[config.mk]
export PLATFORM = sky130hd
export DESIGN_NAME = bwp_block_writer
export DESIGN_NICKNAME = d
export VERILOG_FILES = /design/src/rtl/bwp_pkg.sv /design/src/rtl/bwp_sizer.sv /design/src/rtl/bwp_crc16.sv /design/src/rtl/bwp_rsp_scan.sv /design/src/rtl/bwp_block_writer.sv
export SDC_FILE = /design/constraint.sdc
export NUM_CORES = 1
export LEC_CHECK = 0
export ABC_AREA = 1
export BUFFER_PORTS_ARGS = -buffer_cell sky130_fd_sc_hd__clkbuf_2
export CAP_MARGIN = 20
export CORE_ASPECT_RATIO = 1.5
export CORE_UTILIZATION = 44
export DETAILED_ROUTE_END_ITERATION = 8
export PLACE_DENSITY = 0.73
export SLEW_MARGIN = 20
export SYNTH_ARGS = -nofsm -noshare
export SYNTH_HDL_FRONTEND = slang
export SYNTH_SLANG_ARGS = --single-unit
[constraint.sdc]
create_clock -name clk -period 2.88 [get_ports clk]
set_clock_uncertainty 0.1 [all_clocks]
set_input_delay 0.144 -clock clk [delete_from_list [all_inputs] [get_ports clk]]
set_output_delay 0.144 -clock clk [all_outputs]
set_load 0.02 [all_outputs]
[src/rtl/bwp_pkg.sv]
package bwp_pkg;
   typedef enum logic [1:0] {
      ST_OK      = 2'd0,
      ST_NO_RSP  = 2'd1,
      ST_RSP_ERR = 2'd2
   } bwp_status_e;

   typedef enum logic [2:0] {
      S_IDLE, S_TAG, S_DATA, S_CRC_HI, S_CRC_LO, S_RSP, S_DONE
   } bwp_state_e;

   localparam logic [7:0]  TAG_FIRST = 8'hF1;
   localparam logic [7:0]  TAG_INNER = 8'hF2;
   localparam logic [7:0]  TAG_LAST  = 8'hF3;
   localparam logic [3:0]  RSP_START = 4'hC;
   localparam logic [3:0]  RSP_LAST  = 4'h3;
   localparam int          RSP_WIN   = 4;
   localparam logic [15:0] CRC_SEED  = 16'hFFFF;
   localparam logic [15:0] CRC_POLY  = 16'h1021;
endpackage

[src/rtl/bwp_sizer.sv]
module bwp_sizer #(
   parameter int LEN_W   = 16,
   parameter int CODE_W  = 3,
   parameter int MIN_LOG = 8,
   parameter int MAX_LOG = 13
) (
   input  logic [LEN_W-1:0]  remaining,
   input  logic [CODE_W-1:0] size_code,
   output logic [LEN_W-1:0]  pkt_len,
   output logic              is_last
);
   localparam int SPAN = MAX_LOG - MIN_LOG;

   if (LEN_W <= MAX_LOG) begin : g_len_chk
      $error("LEN_W must exceed MAX_LOG");
   end
   if (SPAN < 0 || SPAN >= (1 << CODE_W)) begin : g_code_chk
      $error("size code field cannot span the packet size range");
   end

   logic [CODE_W-1:0] code_eff;
   logic [LEN_W-1:0]  pkt_max;

   always_comb begin
      code_eff = (size_code > CODE_W'(SPAN)) ? CODE_W'(SPAN) : size_code;
      pkt_max  = ({{(LEN_W-1){1'b0}}, 1'b1} << MIN_LOG) << code_eff;
      is_last  = (remaining <= pkt_max);
      pkt_len  = is_last ? remaining : pkt_max;
   end
endmodule

[src/rtl/bwp_crc16.sv]
module bwp_crc16
   import bwp_pkg::*;
#(
   parameter int HAS_CRC = 1
) (
   input  logic        clk,
   input  logic        rst_n,
   input  logic        init,
   input  logic        upd,
   input  logic [7:0]  din,
   output logic [15:0] crc
);
   function automatic logic [15:0] crc_step(input logic [15:0] c_in, input logic [7:0] d);
      logic [15:0] c;
      logic        fb;
      c = c_in;
      for (int i = 7; i >= 0; i--) begin
         fb = c[15] ^ d[i];
         c  = {c[14:0], 1'b0} ^ (fb ? CRC_POLY : 16'h0000);
      end
      return c;
   endfunction

   if (HAS_CRC != 0) begin : g_crc
      logic [15:0] crc_q;
      always_ff @(posedge clk or negedge rst_n) begin
         if (!rst_n)    crc_q <= CRC_SEED;
         else if (init) crc_q <= CRC_SEED;
         else if (upd)  crc_q <= crc_step(crc_q, din);
      end
      assign crc = crc_q;
   end else begin : g_no_crc
      assign crc = 16'h0000;
   end
endmodule

[src/rtl/bwp_rsp_scan.sv]
module bwp_rsp_scan
   import bwp_pkg::*;
(
   input  logic [RSP_WIN-1:0][7:0] win,
   output logic [1:0]              status
);
   localparam int IDX_W = $clog2(RSP_WIN);

   logic             found;
   logic [IDX_W-1:0] idx;

   always_comb begin
      found = 1'b0;
      idx   = '0;
      for (int i = RSP_WIN - 2; i >= 0; i--) begin
         if (!found && win[i][7:4] == RSP_START) begin
            found = 1'b1;
            idx   = IDX_W'(i);
         end
      end
      if (!found)
         status = ST_NO_RSP;
      else if (win[idx][3:0] == RSP_LAST && win[idx + IDX_W'(1)] == 8'h00)
         status = ST_OK;
      else
         status = ST_RSP_ERR;
   end
endmodule

[src/rtl/bwp_block_writer.sv]
module bwp_block_writer
   import bwp_pkg::*;
#(
   parameter int LEN_W   = 16,
   parameter int CODE_W  = 3,
   parameter int MIN_LOG = 8,
   parameter int MAX_LOG = 13,
   parameter int HAS_CRC = 1
) (
   input  logic              clk,
   input  logic              rst_n,
   input  logic              start,
   input  logic [LEN_W-1:0]  total_len,
   input  logic [CODE_W-1:0] size_code,
   input  logic              crc_en,
   input  logic [7:0]        src_data,
   input  logic              src_valid,
   output logic              src_ready,
   output logic              xfer_req,
   output logic [7:0]        xfer_out,
   input  logic              xfer_ack,
   input  logic [7:0]        xfer_in,
   output logic              done,
   output logic [1:0]        status
);
   localparam int   WIDX_W  = $clog2(RSP_WIN);
   localparam logic CRC_BIT = (HAS_CRC != 0);

   bwp_state_e               state;
   logic [LEN_W-1:0]         remaining, cnt, pkt_len;
   logic [CODE_W-1:0]        code_q;
   logic                     first_q, last_q, crc_on_q, is_last, xchg;
   logic [WIDX_W-1:0]        widx;
   logic [RSP_WIN-1:0][7:0]  win;
   logic [15:0]              crc;
   logic [1:0]               scan_status;

   bwp_sizer #(.LEN_W(LEN_W), .CODE_W(CODE_W), .MIN_LOG(MIN_LOG), .MAX_LOG(MAX_LOG)) u_sizer (
      .remaining (remaining),
      .size_code (code_q),
      .pkt_len   (pkt_len),
      .is_last   (is_last)
   );

   bwp_crc16 #(.HAS_CRC(HAS_CRC)) u_crc (
      .clk   (clk),
      .rst_n (rst_n),
      .init  (state == S_TAG && xchg),
      .upd   (state == S_DATA && xchg),
      .din   (src_data),
      .crc   (crc)
   );

   bwp_rsp_scan u_scan (
      .win    (win),
      .status (scan_status)
   );

   always_comb begin
      xfer_req = 1'b0;
      xfer_out = 8'h00;
      unique case (state)
         S_TAG: begin
            xfer_req = 1'b1;
            xfer_out = is_last ? TAG_LAST : (first_q ? TAG_FIRST : TAG_INNER);
         end
         S_DATA: begin
            xfer_req = src_valid;
            xfer_out = src_data;
         end
         S_CRC_HI: begin
            xfer_req = 1'b1;
            xfer_out = crc[15:8];
         end
         S_CRC_LO: begin
            xfer_req = 1'b1;
            xfer_out = crc[7:0];
         end
         S_RSP: xfer_req = 1'b1;
         default: ;
      endcase
   end

   assign xchg      = xfer_req & xfer_ack;
   assign src_ready = (state == S_DATA) && xchg;
   assign done      = (state == S_DONE);
   assign status    = done ? scan_status : ST_OK;

   always_ff @(posedge clk or negedge rst_n) begin
      if (!rst_n) begin
         state     <= S_IDLE;
         remaining <= '0;
         cnt       <= '0;
         code_q    <= '0;
         first_q   <= 1'b0;
         last_q    <= 1'b0;
         crc_on_q  <= 1'b0;
         widx      <= '0;
         win       <= '0;
      end else begin
         unique case (state)
            S_IDLE: if (start && total_len != '0) begin
               remaining <= total_len;
               code_q    <= size_code;
               crc_on_q  <= crc_en & CRC_BIT;
               first_q   <= 1'b1;
               widx      <= '0;
               state     <= S_TAG;
            end
            S_TAG: if (xchg) begin
               cnt     <= pkt_len;
               last_q  <= is_last;
               first_q <= 1'b0;
               state   <= S_DATA;
            end
            S_DATA: if (xchg) begin
               cnt       <= cnt - LEN_W'(1);
               remaining <= remaining - LEN_W'(1);
               if (cnt == LEN_W'(1))
                  state <= crc_on_q ? S_CRC_HI : (last_q ? S_RSP : S_TAG);
            end
            S_CRC_HI: if (xchg) state <= S_CRC_LO;
            S_CRC_LO: if (xchg) state <= last_q ? S_RSP : S_TAG;
            S_RSP: if (xchg) begin
               win[widx] <= xfer_in;
               widx      <= widx + WIDX_W'(1);
               if (widx == WIDX_W'(RSP_WIN - 1)) state <= S_DONE;
            end
            S_DONE:  state <= S_IDLE;
            default: state <= S_IDLE;
         endcase
      end
   end

   // bytes left in the packet never exceed bytes left in the block
   a_r2_cnt_in_range: assert property (@(posedge clk) disable iff (!rst_n)
      (state == S_DATA) |-> (cnt != '0 && cnt <= remaining));

   // every tag byte carries the 0xF upper nibble
   a_r3_tag_nibble: assert property (@(posedge clk) disable iff (!rst_n)
      (state == S_TAG && xfer_req) |-> (xfer_out[7:4] == 4'hF));

   // a payload byte is consumed only together with a link exchange
   a_r6_ready_with_xchg: assert property (@(posedge clk) disable iff (!rst_n)
      src_ready |-> (src_valid && xfer_req && xfer_ack));

   // a pending non-payload exchange holds its byte until acknowledged
   a_r5_hold_pending: assert property (@(posedge clk) disable iff (!rst_n)
      (xfer_req && !xfer_ack && state != S_DATA) |=> (xfer_req && $stable(xfer_out)));

   // done lasts one cycle and reports a defined status
   a_r10_done_pulse: assert property (@(posedge clk) disable iff (!rst_n)
      done |=> !done);
   a_r10_status_known: assert property (@(posedge clk) disable iff (!rst_n)
      done |-> (status != 2'd3));

   // done follows a complete window of four exchanges
   a_r7_window_full: assert property (@(posedge clk) disable iff (!rst_n)
      done |-> ($past(state) == S_RSP && widx == '0));
endmodule

======== Word-level counts from Yosys, hierarchy flattened ========
Index checks and enable logic that the tools add are counted.
operators by class
  $add $sub $neg .......................... 4
  order comparisons ....................... 6
  eq/ne operators ......................... 20
  shift operators ......................... 1
  multiplexer cells ....................... 55
  bitwise gates (word level) .............. 17
  reductions and logical operators ........ 26
operators with widths
  operator                                            number
  bitwise XOR 16 bit                                  8
  two-way mux 16 bit                                  7
  two-way mux 13 bit                                  8
  case mux 16 bit (2 select lines)                    2
  two-way mux 3 bit                                   11
  binary-select mux 8 bit (select 2 bit)              2
  bitwise mux 32 bit                                  1
  case mux 8 bit (4 select lines)                     1
  subtractor 16 x 1 -> 16 bit, second input constant  2
  two-way mux 2 bit                                   10
  case mux 3 bit (6 select lines)                     1
  demux 8 bit (select 2 bit)                          1
  == test 16 x 1 -> 1 bit, second input constant      1
  less-or-equal comparator 16 bit                     1
  two-way mux 8 bit                                   2
  nonzero test 16 bit                                 1
  << shifter 9 x 3 -> 16 bit, first input constant    1
  != test 2 bit, second input constant                7
  == test 4 bit, second input constant                3
  AND reduction 3 bit                                 4
  nonzero test 2 bit                                  5
  == test 3 bit, second input constant                3
  < comparator 2 x 3 -> 1 bit, second input constant  3
  logical NOT 8 bit                                   1
  20 further kinds                                    43
word-level totals
  bits in registers ....................... 91
  output and inout bits ................... 13
  word-level logic and storage cells ...... 142

======== Longest topological paths before layout ========
Gate-level depths: netlist of run 1.
  depth in word-level cells ............... 26
  mapped depth ............................ 17
  mapped depth without buffers ............ 17

======== By module ========
Synthesis of run 1 repeated with hierarchy kept, for this count alone.
unflattened totals
  cell total of the unflattened synthesis .. 918
  area total of the unflattened synthesis .. 6318.6 sq um
by module, submodules not included
  module            times used  cells each  area each (sq um)
  bwp_block_writer  1           636         4518.1
  bwp_crc16         1           134         1029.7
  bwp_sizer         1           97          530.5
  bwp_rsp_scan      1           51          240.2

======== Worst setup path after synthesis of run 1 ========
OpenSTA, ideal clock, no wires.
  path type ............................... register to output
  start point ............................. register code_q[1]
  end point ............................... output xfer_out[1]
  data arrival time ....................... 2.094 ns
  required time ........................... 2.636 ns
  path slack .............................. 0.542 ns
  cell stages (with the launch flop) ...... 17
  buffers on the path ..................... 1
  cells stage by stage .................... dfrtp_1 > inv_1 > nor2_1 > inv_1 > nor2_1 > inv_1 > ha_1 > nand2_1 > inv_1 > nand2_1 > nor2_1 > nor2_1 > nand2_1 > nand2_2 > buf_6 > o21ai_0 > nand4_1
on the way
  cells in the longest elaborated chain, start to end .. 6
ends and longest elaborated chain
  what                               RTL line                 text
  start: declaration                 bwp_block_writer.sv:31   logic [CODE_W-1:0] code_q;
  start signal: assignment           bwp_block_writer.sv:104  code_q <= size_code;
  > comparator 3 bit                 bwp_sizer.sv:25          code_eff = (size_code > CODE_W'(SPAN)) ? CODE_W'(SPAN) : size_code;
  two-way mux 3 bit *                bwp_sizer.sv:25
  << shifter 9 x 3 -> 16 bit *       bwp_sizer.sv:26          pkt_max = ({{(LEN_W-1){1'b0}}, 1'b1} << MIN_LOG) << code_eff;
  less-or-equal comparator 16 bit *  bwp_sizer.sv:27          is_last = (remaining <= pkt_max);
  two-way mux 2 bit *                bwp_block_writer.sv:65   xfer_out = is_last ? TAG_LAST : (first_q ? TAG_FIRST : TAG_INNER);
  case mux 8 bit (4 select lines) *  bwp_block_writer.sv:62   unique case (state)
  end: declaration                   bwp_block_writer.sv:20   output logic [7:0] xfer_out,
Mark *: on every way between the ends. The rest lies on a longest branch, timed or not.

======== Worst setup path in the final report of run 1 ========
  start point ............................. register code_q[1]
  end point ............................... output xfer_out[0]
Same word-level chain as after synthesis.

==> results of run 1 <==
[worst max-delay path, delay by kind of cell, from the launching register on]
family | cells | cell delay (ns)
flip-flops | 1 | 0.38
AND/OR/NAND/NOR | 8 | 0.89
adder cells (fa/ha/maj) | 1 | 0.27
AO/OA/AOI/OAI | 1 | 0.19
buffers and inverters | 4 | 0.43
[flip-flops by register name, indices dropped and copies added (netlist names)]
signal,count
cnt,16
code_q,3
crc_on_q,1
first_q,1
last_q,1
remaining,16
state,3
u_crc.crc,16
widx,2
win,32
[layer usage]
layer,GRT usage,vias to the layer above
li1,-,2716
met1,0.2544,2568
met2,0.4203,117
met3,0.03055,51
met4,0.1364,0
met5,0,-
[repair_timing]
item / CTS / global route
setup buffers: 0 / 1
hold buffers: 17 / 0
endpoints found under the setup margin: 1 / 2
resized for setup: 1 / 4
hold endpoints to repair: 113 / 0
[Yosys cell counts (2+ instances only)]
library cell	number
sky130_fd_sc_hd__a21oi_1	35
sky130_fd_sc_hd__a22oi_1	3
sky130_fd_sc_hd__a31oi_1	4
sky130_fd_sc_hd__a32oi_1	2
sky130_fd_sc_hd__buf_2	10
sky130_fd_sc_hd__buf_4	4
sky130_fd_sc_hd__buf_6	2
sky130_fd_sc_hd__clkbuf_1	3
sky130_fd_sc_hd__dfrtp_1	75
sky130_fd_sc_hd__dfstp_2	16
sky130_fd_sc_hd__ha_1	15
sky130_fd_sc_hd__inv_1	102
sky130_fd_sc_hd__inv_2	2
sky130_fd_sc_hd__nand2_1	217
sky130_fd_sc_hd__nand2_2	3
sky130_fd_sc_hd__nand3_1	51
sky130_fd_sc_hd__nand3b_1	2
sky130_fd_sc_hd__nand4_1	11
sky130_fd_sc_hd__nor2_1	91
sky130_fd_sc_hd__nor2_4	5
sky130_fd_sc_hd__nor3_1	9
sky130_fd_sc_hd__o211ai_1	6
sky130_fd_sc_hd__o21ai_0	79
sky130_fd_sc_hd__o21ai_1	3
sky130_fd_sc_hd__o21bai_1	2
sky130_fd_sc_hd__o221ai_1	2
sky130_fd_sc_hd__o22ai_1	4
sky130_fd_sc_hd__or2_2	3
sky130_fd_sc_hd__xnor2_1	11
sky130_fd_sc_hd__xor2_1	16
[kinds of logic after synthesis]
logic type / count (synthesis) / share of synthesized area
mux: 1 / 0.001970
fa+ha+maj: 15 / 0.03284
simple gates: 396 / 0.2923
other cells: 1 / 0.0006561
xor+xnor: 27 / 0.04137
compound gates: 145 / 0.1392
buf+inv: 125 / 0.08975
flops: 91 / 0.4019
[metrics by stage]
| step | power (W) | setup TNS [ns] | worst slack, ns | cells |
|---|---|---|---|---|
| 2_1_floorplan | 0.004643 | 0 | 0.5424 | 802 |
| 3_3_place_gp | 0.005477 | 0 | 0.4114 | 999 |
| 3_5_place_dp | 0.005539 | 0 | 0.3422 | 999 |
| 4_1_cts | 0.006755 | 0 | 0.05353 | 1032 |
| 5_1_grt | 0.007348 | -0.04031 | -0.02465 | 1033 |
| 6_report | 0.006766 | 0 | 0.1152 | 1033 |
[cell type report]
| cell class | instances | area [um^2] |
|---|---|---|
| clock buffers | 9 | 225.2 |
| clock inverters | 7 | 66.31 |
| fillers | 1230 | 5946 |
| inverters | 104 | 390.4 |
| multi-input cells | 586 | 2929 |
| flip-flops and latches | 91 | 2297 |
| well taps | 156 | 195.2 |
| repair buffers | 80 | 525.5 |
[power groups by stage]
stage                     Clock, W  Sequential (W)  Combinational, W
after CTS                  0.00120         0.00230           0.00326
after detailed placement         0         0.00232           0.00322
after global placement           0         0.00231           0.00317
after global routing       0.00124         0.00237           0.00373
after floorplan                  0         0.00214           0.00250
final                      0.00118         0.00231           0.00328
[worst paths after layout]
check	slack [ns]	endpoint	startpoint
max	0.12	xfer_out[0]	code_q[1]$_DFFE_PN0P_
min	0.01	remaining[8]$_DFFE_PN0P_	total_len[8]
max reg2reg	0.52	cnt[10]$_DFFE_PN0P_	code_q[1]$_DFFE_PN0P_
min reg2reg	0.39	cnt[14]$_DFFE_PN0P_	cnt[14]$_DFFE_PN0P_
max in group asynchronous	1.99	remaining[2]$_DFFE_PN0P_	rst_n
min in group asynchronous	0.25	cnt[1]$_DFFE_PN0P_	rst_n
==> flow_metrics.py, run 1 <==
metrics = {
    "min_path": {
        "cell_depth_of_the_worst_min_delay_path": 3,
        "min_path_type": "input pin to flop",
    },
    "floorplanning": {
        "fp.dieH_um": 141.6,
        "floorplan.initialDensity": 0.4545,
        "die_x_um": 95.06,
        "die_area_mm2": 0.01346,
        "core_area_mm2": 0.01257,
        "placement_rows": 50,
        "io-pin-count": 54,
    },
    "sta": {
        "worst_margin_slew_ns": 0.6096,
        "maxSlewHeadroom": 0.5930,
        "final_min_period_over_clock_period": 0.9600,
        "setup_viol_count_final": 0,
        "slew_violations": 0,
        "finalHoldViolCount": 0,
        "period_minus_slack_ns": 2.765,
        "final_worst_hold_slack_ns": 0.01486,
        "timing.fmax_ghz": 0.3617,
    },
    "clock_tree": {
        "clock_latency_ns": 0.35,
        "clock-root-buffer": "sky130_fd_sc_hd__clkbuf_16",
        "htree_num_levels": 3,
        "cts.clk_slew.worst_paths_ns": 0.07,
        "ctsLongestPathBuffers": 2,
        "cts_tree": "done",
        "cts_num_sinks": 91,
        "cts_made_buffers": 9,
    },
    "power": {
        "power_report.internal_total_w": 0.003584,
        "power_per_cell_area_mw_per_mm2": 1021,
        "netSwitchingPower_w": 0.003182,
        "swShare": 0.4702,
        "p_seq_frac": 0.342,
        "power.clock.fraction": 0.174,
        "worst_ir_drop_vdd_uv": 484.4,
        "power.static_leakage_nw": 3.284,
        "comb_power_frac": 0.484,
    },
    "worst_setup_path": {
        "worstPathMaxFanout": 7,
        "r2r_cells": 16,
        "crit_path_end_kind": "primary output",
        "critical-path-slowest-cell": "sky130_fd_sc_hd__dfrtp_1",
        "timing.critical_path.arrival_ns": 2.52,
        "start_kind": "flop",
        "cp.required_ns": 2.64,
        "cp_cell_sequence": "buf_4, nor3_2, inv_1, ha_1, nand2_1, inv_1, nand2_1, nor2_2, nor2_1, nand2_2, nand2_2, o21ai_1, nand4_1, clkbuf_2",
        "worstSetupPathType": "flop to primary output",
        "timing.critical_path.slowest_cell_delay_ns": 0.38,
    },
    "yosys": {
        "synthesis.area_mm2": 0.005715,
        "seq_area_frac_synth": 0.4019,
        "post_synth.cell_area_avg_um2": 7.135,
        "count_of_flip_flops_with_a_built_in_enable_after_synthesis": 0,
        "yosys_most_used_dff": "sky130_fd_sc_hd__dfrtp_1",
        "fraction_of_post_synthesis_cell_area_in_the_top_cell_type_by_area": 0.3284,
        "netlist_top_cells_area": "sky130_fd_sc_hd__dfrtp_1, sky130_fd_sc_hd__nand2_1, sky130_fd_sc_hd__dfstp_2, sky130_fd_sc_hd__o21ai_0, sky130_fd_sc_hd__inv_1",
        "post_synth_inst_count": 801,
        "ys.warnings.count": 0,
        "netlist.top_cell.by_area": "sky130_fd_sc_hd__dfrtp_1",
        "yosysUniqueCellTypes": 43,
        "postSynth.asyncResetShare": 1.000,
        "yosys_register_bits": 91,
    },
    "cells_and_area": {
        "insertedDiodeCount": 0,
        "area_growth_syn_to_layout_pct": 15.98,
        "final_core_utilization": 0.5272,
        "most_common_cell_after_layout_fill_and_taps_aside": "sky130_fd_sc_hd__nand2_1",
        "fraction_of_layout_cells_with_a_size_suffix_above_1": 0.1357,
        "most_frequent_cells_in_the_layout": "sky130_fd_sc_hd__nand2_1, sky130_fd_sc_hd__inv_1, sky130_fd_sc_hd__nor2_1, sky130_fd_sc_hd__o21ai_0, sky130_fd_sc_hd__dfrtp_1",
        "layout.nets": 928,
        "layout.cell_area.non_filler_mm2": 0.006629,
    },
    "routing": {
        "routed_wire_length_per_instance_um": 14.34,
        "totalWireLength_um": 14810,
        "viasPerCell": 5.278,
        "antenna_left": 0,
        "drt-initial-drc-count": 274,
        "met1Wirelength_um": 5865,
        "route.top_layer_used": "met4",
        "detail_route.first_pass.iterations": 5,
        "dr_wl_met2_um": 7891,
        "num_vias": 5452,
        "drcViolationCount": 0,
        "wl_met3_um": 439,
    },
    "global_routing": {
        "grt_pass1_vias": 5385,
        "grt_pass1_wl_um": 24260,
        "grt-ovfl-total": 0,
        "gr-usage-all-layers": 0.2333,
        "antenna_found_initial": 0,
        "grt_max_degree": 92,
    },
    "placed_design": {
        "detailedPlacementHpwl_um": 10870,
        "placedInstanceArea_mm2": 0.006147,
        "io_buffer_count": 53,
        "place_congestion": 0.8895,
    },
    "run": {
        "maxCapViolations": 0,
    },
    "status": {
        "result_of_the_run": "complete, no violations",
    },
}
Power figures use the tool's default switching activity.
==> run 2: changes to the inputs <==
--- a/config.mk
+++ b/config.mk
@@ -12,6 +12,7 @@
 export CORE_UTILIZATION = 44
 export DETAILED_ROUTE_END_ITERATION = 8
 export PLACE_DENSITY = 0.73
+export SETUP_SLACK_MARGIN = 0.5
 export SLEW_MARGIN = 20
 export SYNTH_ARGS = -nofsm -noshare
 export SYNTH_HDL_FRONTEND = slang
==> flow_metrics.py, run 2 (synthesis gave the netlist of run 1 again) <==
metrics = {
    "routing": {
        "detail_route.first_pass.iterations": 5,
        "totalWireLength_um": 15290,
        "viasPerCell": 5.316,
        "drcViolationCount": 0,
        "drt-initial-drc-count": 268,
        "routed_wire_length_per_instance_um": 14.67,
        "antenna_left": 0,
        "num_vias": 5539,
    },
    "global_routing": {
        "gr-usage-all-layers": 0.2356,
        "grt_max_degree": 92,
        "grt-busiest-layer": "met2",
        "met2_usage": 0.4229,
        "grt-ovfl-total": 0,
        "use_met3": 0.03108,
        "antenna_found_initial": 0,
        "grt_pass1_vias": 5427,
        "grt_pass1_wl_um": 24520,
        "globalRouteMet1Util": 0.2561,
    },
    "cells_and_area": {
        "area_growth_syn_to_layout_pct": 19.81,
        "n_fill_cell": 1190,
        "layout.nets": 937,
        "most_frequent_cells_in_the_layout": "sky130_fd_sc_hd__nand2_1, sky130_fd_sc_hd__inv_1, sky130_fd_sc_hd__nor2_1, sky130_fd_sc_hd__o21ai_0, sky130_fd_sc_hd__dfrtp_1",
        "most_common_cell_after_layout_fill_and_taps_aside": "sky130_fd_sc_hd__nand2_1",
        "area_used_by_multi_input_combinational_logic_mm2": 0.003042,
        "largest_register_ffs": 32,
        "layout.area.seq_mm2": 0.002297,
        "fraction_of_layout_cells_with_a_size_suffix_above_1": 0.1670,
        "layout.cell_area.non_filler_mm2": 0.006848,
        "insertedDiodeCount": 0,
        "registers.top_by_ff_count": "win",
        "final_core_utilization": 0.5446,
    },
    "clock_tree": {
        "cts_num_sinks": 91,
        "cts_made_buffers": 9,
        "cts.clk_slew.worst_paths_ns": 0.07,
        "cts_tree": "done",
        "ctsLongestPathBuffers": 2,
        "clock-root-buffer": "sky130_fd_sc_hd__clkbuf_16",
        "clock_latency_ns": 0.35,
        "htree_num_levels": 3,
    },
    "worst_setup_path": {
        "r2r_cells": 15,
        "start_kind": "flop",
        "critical-path-slowest-cell": "sky130_fd_sc_hd__dfrtp_1",
        "timing.critical_path.arrival_ns": 2.42,
        "cp.required_ns": 2.64,
        "cp_cell_sequence": "o21ai_0, ha_1, nand2_1, inv_1, nand2_1, nor2_4, buf_4, nand2_8, nand2_4, o21ai_1, nand4_1, clkbuf_8",
        "crit_path_end_kind": "primary output",
        "timing.critical_path.slowest_cell_delay_ns": 0.44,
        "cell_type_with_the_highest_occurrence_count_on_the_critical_path": "sky130_fd_sc_hd__nand2_1",
        "worstPathMaxFanout": 5,
        "worstSetupPathType": "flop to primary output",
    },
    "sta": {
        "final_worst_hold_slack_ns": 0.01504,
        "maxSlewHeadroom": 0.5519,
        "setup_viol_count_final": 0,
        "period_minus_slack_ns": 2.663,
        "timing.fmax_ghz": 0.3756,
        "worst_margin_slew_ns": 0.6711,
        "grt_setup_unrepaired": "yes",
        "final_min_period_over_clock_period": 0.9245,
        "slew_violations": 0,
        "finalHoldViolCount": 0,
        "final_setup_tns_ns": 0,
    },
    "power": {
        "swShare": 0.4689,
        "power_report.internal_total_w": 0.003819,
        "power.clock.fraction": 0.164,
        "power_per_cell_area_mw_per_mm2": 1050,
        "power.static_leakage_nw": 3.366,
        "p_seq_frac": 0.324,
        "worst_ir_drop_vdd_uv": 539.4,
        "netSwitchingPower_w": 0.003372,
        "comb_power_frac": 0.512,
    },
    "placed_design": {
        "place_congestion": 0.8895,
        "io_buffer_count": 53,
        "placedInstanceArea_mm2": 0.006147,
        "detailedPlacementHpwl_um": 10870,
    },
    "run": {
        "maxCapViolations": 0,
    },
    "min_path": {
        "min_path_type": "input pin to flop",
        "cell_depth_of_the_worst_min_delay_path": 3,
    },
    "floorplanning": {
        "io-pin-count": 54,
        "placement_rows": 50,
        "die_x_um": 95.06,
        "fp.dieH_um": 141.6,
        "die_area_mm2": 0.01346,
        "core_area_mm2": 0.01257,
        "floorplan.initialDensity": 0.4545,
    },
    "status": {
        "result_of_the_run": "complete, no violations",
    },
}
[run 2: changes by cell type in the layout (fill, tap and decap cells not counted), sizes merged]
cell	before	now
buf	11	20
[run 2: repair_timing]
item,CTS,global route
buffers inserted,2,7
gates resized for setup,13,26
gates cloned,0,1
hold buffers,17,0
setup endpoints to repair,8,18
endpoints found under the hold margin,113,0
pin swaps,2,11
[run 2: power by group through the flow]
stage	Combinational [W]	Sequential (W)	Clock [W]
6_report	0.00368	0.00233	0.00118
5_1_grt	0.00414	0.00239	0.00124
4_1_cts	0.00335	0.00231	0.00120
3_5_place_dp	0.00322	0.00232	0
3_3_place_gp	0.00317	0.00231	0
2_1_floorplan	0.00250	0.00214	0
[run 2: worst max-delay path: cells and delay by family, from the launching register on]
family	cells	cell delay, ns
AOI/OAI and AO/OA	2	0.43
adders and majority gates	1	0.31
buffers and inverters	3	0.37
DFF	1	0.44
and+or+nand+nor	6	0.52
[run 2: final cells by class]
class                      instances  area share
clock buffer                       9     0.03289
clock inverter                     7    0.009684
inverter                         104     0.05701
multi-input combinational        586      0.4442
sequential                        91      0.3355
tap                              156     0.02850
timing repair buffer              89     0.09227
[run 2: worst paths after layout]
| kind | from | endpoint | slack [ns] |
|---|---|---|---|
| worst min register to register | cnt[14]$_DFFE_PN0P_ | cnt[14]$_DFFE_PN0P_ | 0.39 |
| worst max-delay path | code_q[0]$_DFFE_PN0P_ | xfer_out[1] | 0.22 |
| worst max register to register | code_q[0]$_DFFE_PN0P_ | cnt[12]$_DFFE_PN0P_ | 0.49 |
| worst min-delay path | total_len[8] | remaining[8]$_DFFE_PN0P_ | 0.02 |
| min in group asynchronous | rst_n | cnt[1]$_DFFE_PN0P_ | 0.25 |
| max in group asynchronous | rst_n | cnt[4]$_DFFE_PN0P_ | 1.97 |
[run 2: per-stage QoR]
step                      total power, W  instances  setup slack, ns
after detailed placement        0.005539        999           0.3422
after CTS                       0.006853       1034           0.2983
final                           0.007191       1042           0.2175
after global routing            0.007769       1042          0.08316
after global placement          0.005477        999           0.4114
after floorplan                 0.004643        802           0.5424
[run 2: routing by layer]
layer / wire length [um] / vias up / share of wire
met5: 0 / - / 0
met4: 750 / 0 / 0.049
met3: 522 / 65 / 0.034
met2: 8061 / 149 / 0.53
met1: 5952 / 2594 / 0.39
li1: - / 2731 / -
==> run 3: changes to the inputs <==
--- a/config.mk
+++ b/config.mk
@@ -7,11 +7,12 @@
 export LEC_CHECK = 0
 export ABC_AREA = 1
 export BUFFER_PORTS_ARGS = -buffer_cell sky130_fd_sc_hd__clkbuf_2
-export CAP_MARGIN = 20
+export CAP_MARGIN = 15
 export CORE_ASPECT_RATIO = 1.5
 export CORE_UTILIZATION = 44
 export DETAILED_ROUTE_END_ITERATION = 8
 export PLACE_DENSITY = 0.73
+export RECOVER_POWER = 100
 export SETUP_SLACK_MARGIN = 0.5
 export SLEW_MARGIN = 20
 export SYNTH_ARGS = -nofsm -noshare
==> flow_metrics.py, run 3 (synthesis gave the netlist of run 1 again) <==
metrics = {
    "clock_tree": {
        "cts_made_buffers": 9,
        "cts_tree": "done",
        "cts_num_sinks": 91,
        "cts.clk_slew.worst_paths_ns": 0.07,
        "htree_num_levels": 3,
        "clock-root-buffer": "sky130_fd_sc_hd__clkbuf_16",
        "clock_latency_ns": 0.35,
        "ctsLongestPathBuffers": 2,
    },
    "global_routing": {
        "antenna_found_initial": 0,
        "grt_pass1_wl_um": 24520,
        "grt-ovfl-total": 0,
        "grt_max_degree": 92,
        "grt_pass1_vias": 5427,
        "gr-usage-all-layers": 0.2356,
    },
    "sta": {
        "grt_setup_unrepaired": "yes",
        "timing.fmax_ghz": 0.3735,
        "final_min_period_over_clock_period": 0.9298,
        "period_minus_slack_ns": 2.678,
        "maxSlewHeadroom": 0.1357,
        "finalHoldViolCount": 0,
        "setup_viol_count_final": 0,
        "final_worst_hold_slack_ns": 0.01007,
        "worst_margin_slew_ns": 1.296,
        "slew_violations": 0,
        "final_setup_tns_ns": 0,
    },
    "floorplanning": {
        "placement_rows": 50,
        "core_area_mm2": 0.01257,
        "io-pin-count": 54,
        "fp.dieH_um": 141.6,
        "floorplan.initialDensity": 0.4545,
        "die_area_mm2": 0.01346,
        "die_x_um": 95.06,
    },
    "cells_and_area": {
        "insertedDiodeCount": 0,
        "most_frequent_cells_in_the_layout": "sky130_fd_sc_hd__nand2_1, sky130_fd_sc_hd__inv_1, sky130_fd_sc_hd__nor2_1, sky130_fd_sc_hd__o21ai_0, sky130_fd_sc_hd__dfrtp_1",
        "largest_register_ffs": 32,
        "area_used_by_multi_input_combinational_logic_mm2": 0.002983,
        "fraction_of_layout_cells_with_a_size_suffix_above_1": 0.1422,
        "layout.nets": 937,
        "final_core_utilization": 0.5372,
        "area_growth_syn_to_layout_pct": 18.19,
        "layout.area.seq_mm2": 0.002297,
        "most_common_cell_after_layout_fill_and_taps_aside": "sky130_fd_sc_hd__nand2_1",
        "n_fill_cell": 1209,
        "registers.top_by_ff_count": "win",
    },
    "routing": {
        "antenna_left": 0,
        "wl_met3_um": 568,
        "viasPerCell": 5.311,
        "totalWireLength_um": 15280,
        "detail_route.first_pass.iterations": 7,
        "route.top_layer_used": "met4",
        "routed_wire_length_per_instance_um": 14.67,
        "num_vias": 5534,
        "drcViolationCount": 0,
        "met1Wirelength_um": 5953,
        "dr_wl_met2_um": 8061,
        "drt-initial-drc-count": 285,
    },
    "power": {
        "p_seq_frac": 0.327,
        "power_report.internal_total_w": 0.003771,
        "power.static_leakage_nw": 3.310,
        "netSwitchingPower_w": 0.003330,
        "power.clock.fraction": 0.166,
        "swShare": 0.4690,
        "power_per_cell_area_mw_per_mm2": 1051,
        "worst_ir_drop_vdd_uv": 540.5,
        "comb_power_frac": 0.507,
    },
    "run": {
        "maxCapViolations": 0,
    },
    "worst_setup_path": {
        "cp.required_ns": 2.64,
        "start_kind": "flop",
        "worstPathMaxFanout": 4,
        "timing.critical_path.arrival_ns": 2.43,
        "worstSetupPathType": "flop to primary output",
        "crit_path_end_kind": "primary output",
    },
    "min_path": {
        "min_path_type": "input pin to flop",
    },
    "placed_design": {
        "detailedPlacementHpwl_um": 10870,
        "io_buffer_count": 53,
        "place_congestion": 0.8895,
    },
    "status": {
        "result_of_the_run": "complete, no violations",
    },
}
==> run 3: changes by cell type in the layout (fill, tap and decap cells not counted), moves of 3 or more <==
cell | before | now
sky130_fd_sc_hd__clkbuf_1 | 0 | 11
sky130_fd_sc_hd__clkbuf_2 | 50 | 42
sky130_fd_sc_hd__nor2_4 | 7 | 1
sky130_fd_sc_hd__buf_4 | 17 | 13
sky130_fd_sc_hd__nor2_1 | 86 | 90
sky130_fd_sc_hd__inv_1 | 99 | 102
sky130_fd_sc_hd__inv_2 | 5 | 2
==> run 3: final timing paths <==
kind	startpoint	to	slack, ns	depth (start not counted)
max reg2reg	state[1]$_DFFE_PN0P_	win[27]$_DFFE_PN0P_	0.40	7
min in group asynchronous	rst_n	cnt[1]$_DFFE_PN0P_	0.61	3
min	total_len[8]	remaining[8]$_DFFE_PN0P_	0.01	3
max in group asynchronous	rst_n	cnt[4]$_DFFE_PN0P_	1.20	3
max	code_q[1]$_DFFE_PN0P_	xfer_out[1]	0.20	16
min reg2reg	cnt[14]$_DFFE_PN0P_	cnt[14]$_DFFE_PN0P_	0.39	2
==> run 3: stage by stage <==
stage          power (W)  setup slack [ns]  instance area, um^2  std cells
3_3_place_gp    0.005477            0.4114                 6147        999
5_1_grt         0.007679           0.03131                 6755       1042
2_1_floorplan   0.004643            0.5424                 5719        802
3_5_place_dp    0.005539            0.3422                 6147        999
4_1_cts         0.006853            0.2983                 6664       1034
6_report        0.007101            0.2023                 6755       1042
==> run 3: power groups by stage <==
stage | clock network, W | registers, W | logic (W)
2_1_floorplan | 0 | 0.00214 | 0.00250
3_3_place_gp | 0 | 0.00231 | 0.00317
3_5_place_dp | 0 | 0.00232 | 0.00322
4_1_cts | 0.00120 | 0.00231 | 0.00335
5_1_grt | 0.00124 | 0.00238 | 0.00406
6_report | 0.00118 | 0.00232 | 0.00360
==> run 3: cell type report <==
| class | count | share of cell area |
|---|---|---|
| Tap cell | 156 | 0.02889 |
| Clock buffer | 9 | 0.03334 |
| Timing Repair Buffer | 89 | 0.08853 |
| Clock inverter | 7 | 0.009817 |
| Multi-Input combinational cell | 586 | 0.4416 |
| Sequential cell | 91 | 0.3401 |
| Inverter | 104 | 0.05779 |
==> run 3: what timing repair did <==
| action | in CTS | in global routing |
|---|---|---|
| endpoints found under the hold margin | 113 | 0 |
| hold buffers | 17 | 0 |
| setup endpoints to repair | 8 | 18 |
| gates resized for setup | 13 | 26 |
| pin swaps | 2 | 11 |
| buffers inserted | 2 | 7 |
| cloned | 0 | 1 |
==> run 3: routing by layer <==
| layer | up-vias | track usage |
|---|---|---|
| met1 | 2586 | 0.2561 |
| met4 | 0 | 0.1427 |
| li1 | 2729 | - |
| met2 | 161 | 0.4229 |
| met3 | 58 | 0.03108 |
| met5 | - | 0 |
==> run 3: critical path, cell delays in order, from the launching register on <==
cell	delay, ns
sky130_fd_sc_hd__dfrtp_1	0.39
sky130_fd_sc_hd__inv_1	0.09
sky130_fd_sc_hd__nor2_1	0.09
sky130_fd_sc_hd__inv_1	0.06
sky130_fd_sc_hd__nor2_1	0.14
sky130_fd_sc_hd__inv_1	0.06
sky130_fd_sc_hd__ha_1	0.27
sky130_fd_sc_hd__nand2_1	0.06
sky130_fd_sc_hd__inv_2	0.06
sky130_fd_sc_hd__nand2_2	0.06
sky130_fd_sc_hd__nor2_4	0.12
sky130_fd_sc_hd__nor2_2	0.05
sky130_fd_sc_hd__nand2_2	0.10
sky130_fd_sc_hd__nand2_4	0.07
sky130_fd_sc_hd__o21ai_1	0.13
sky130_fd_sc_hd__nand4_1	0.15
sky130_fd_sc_hd__clkbuf_8	0.19
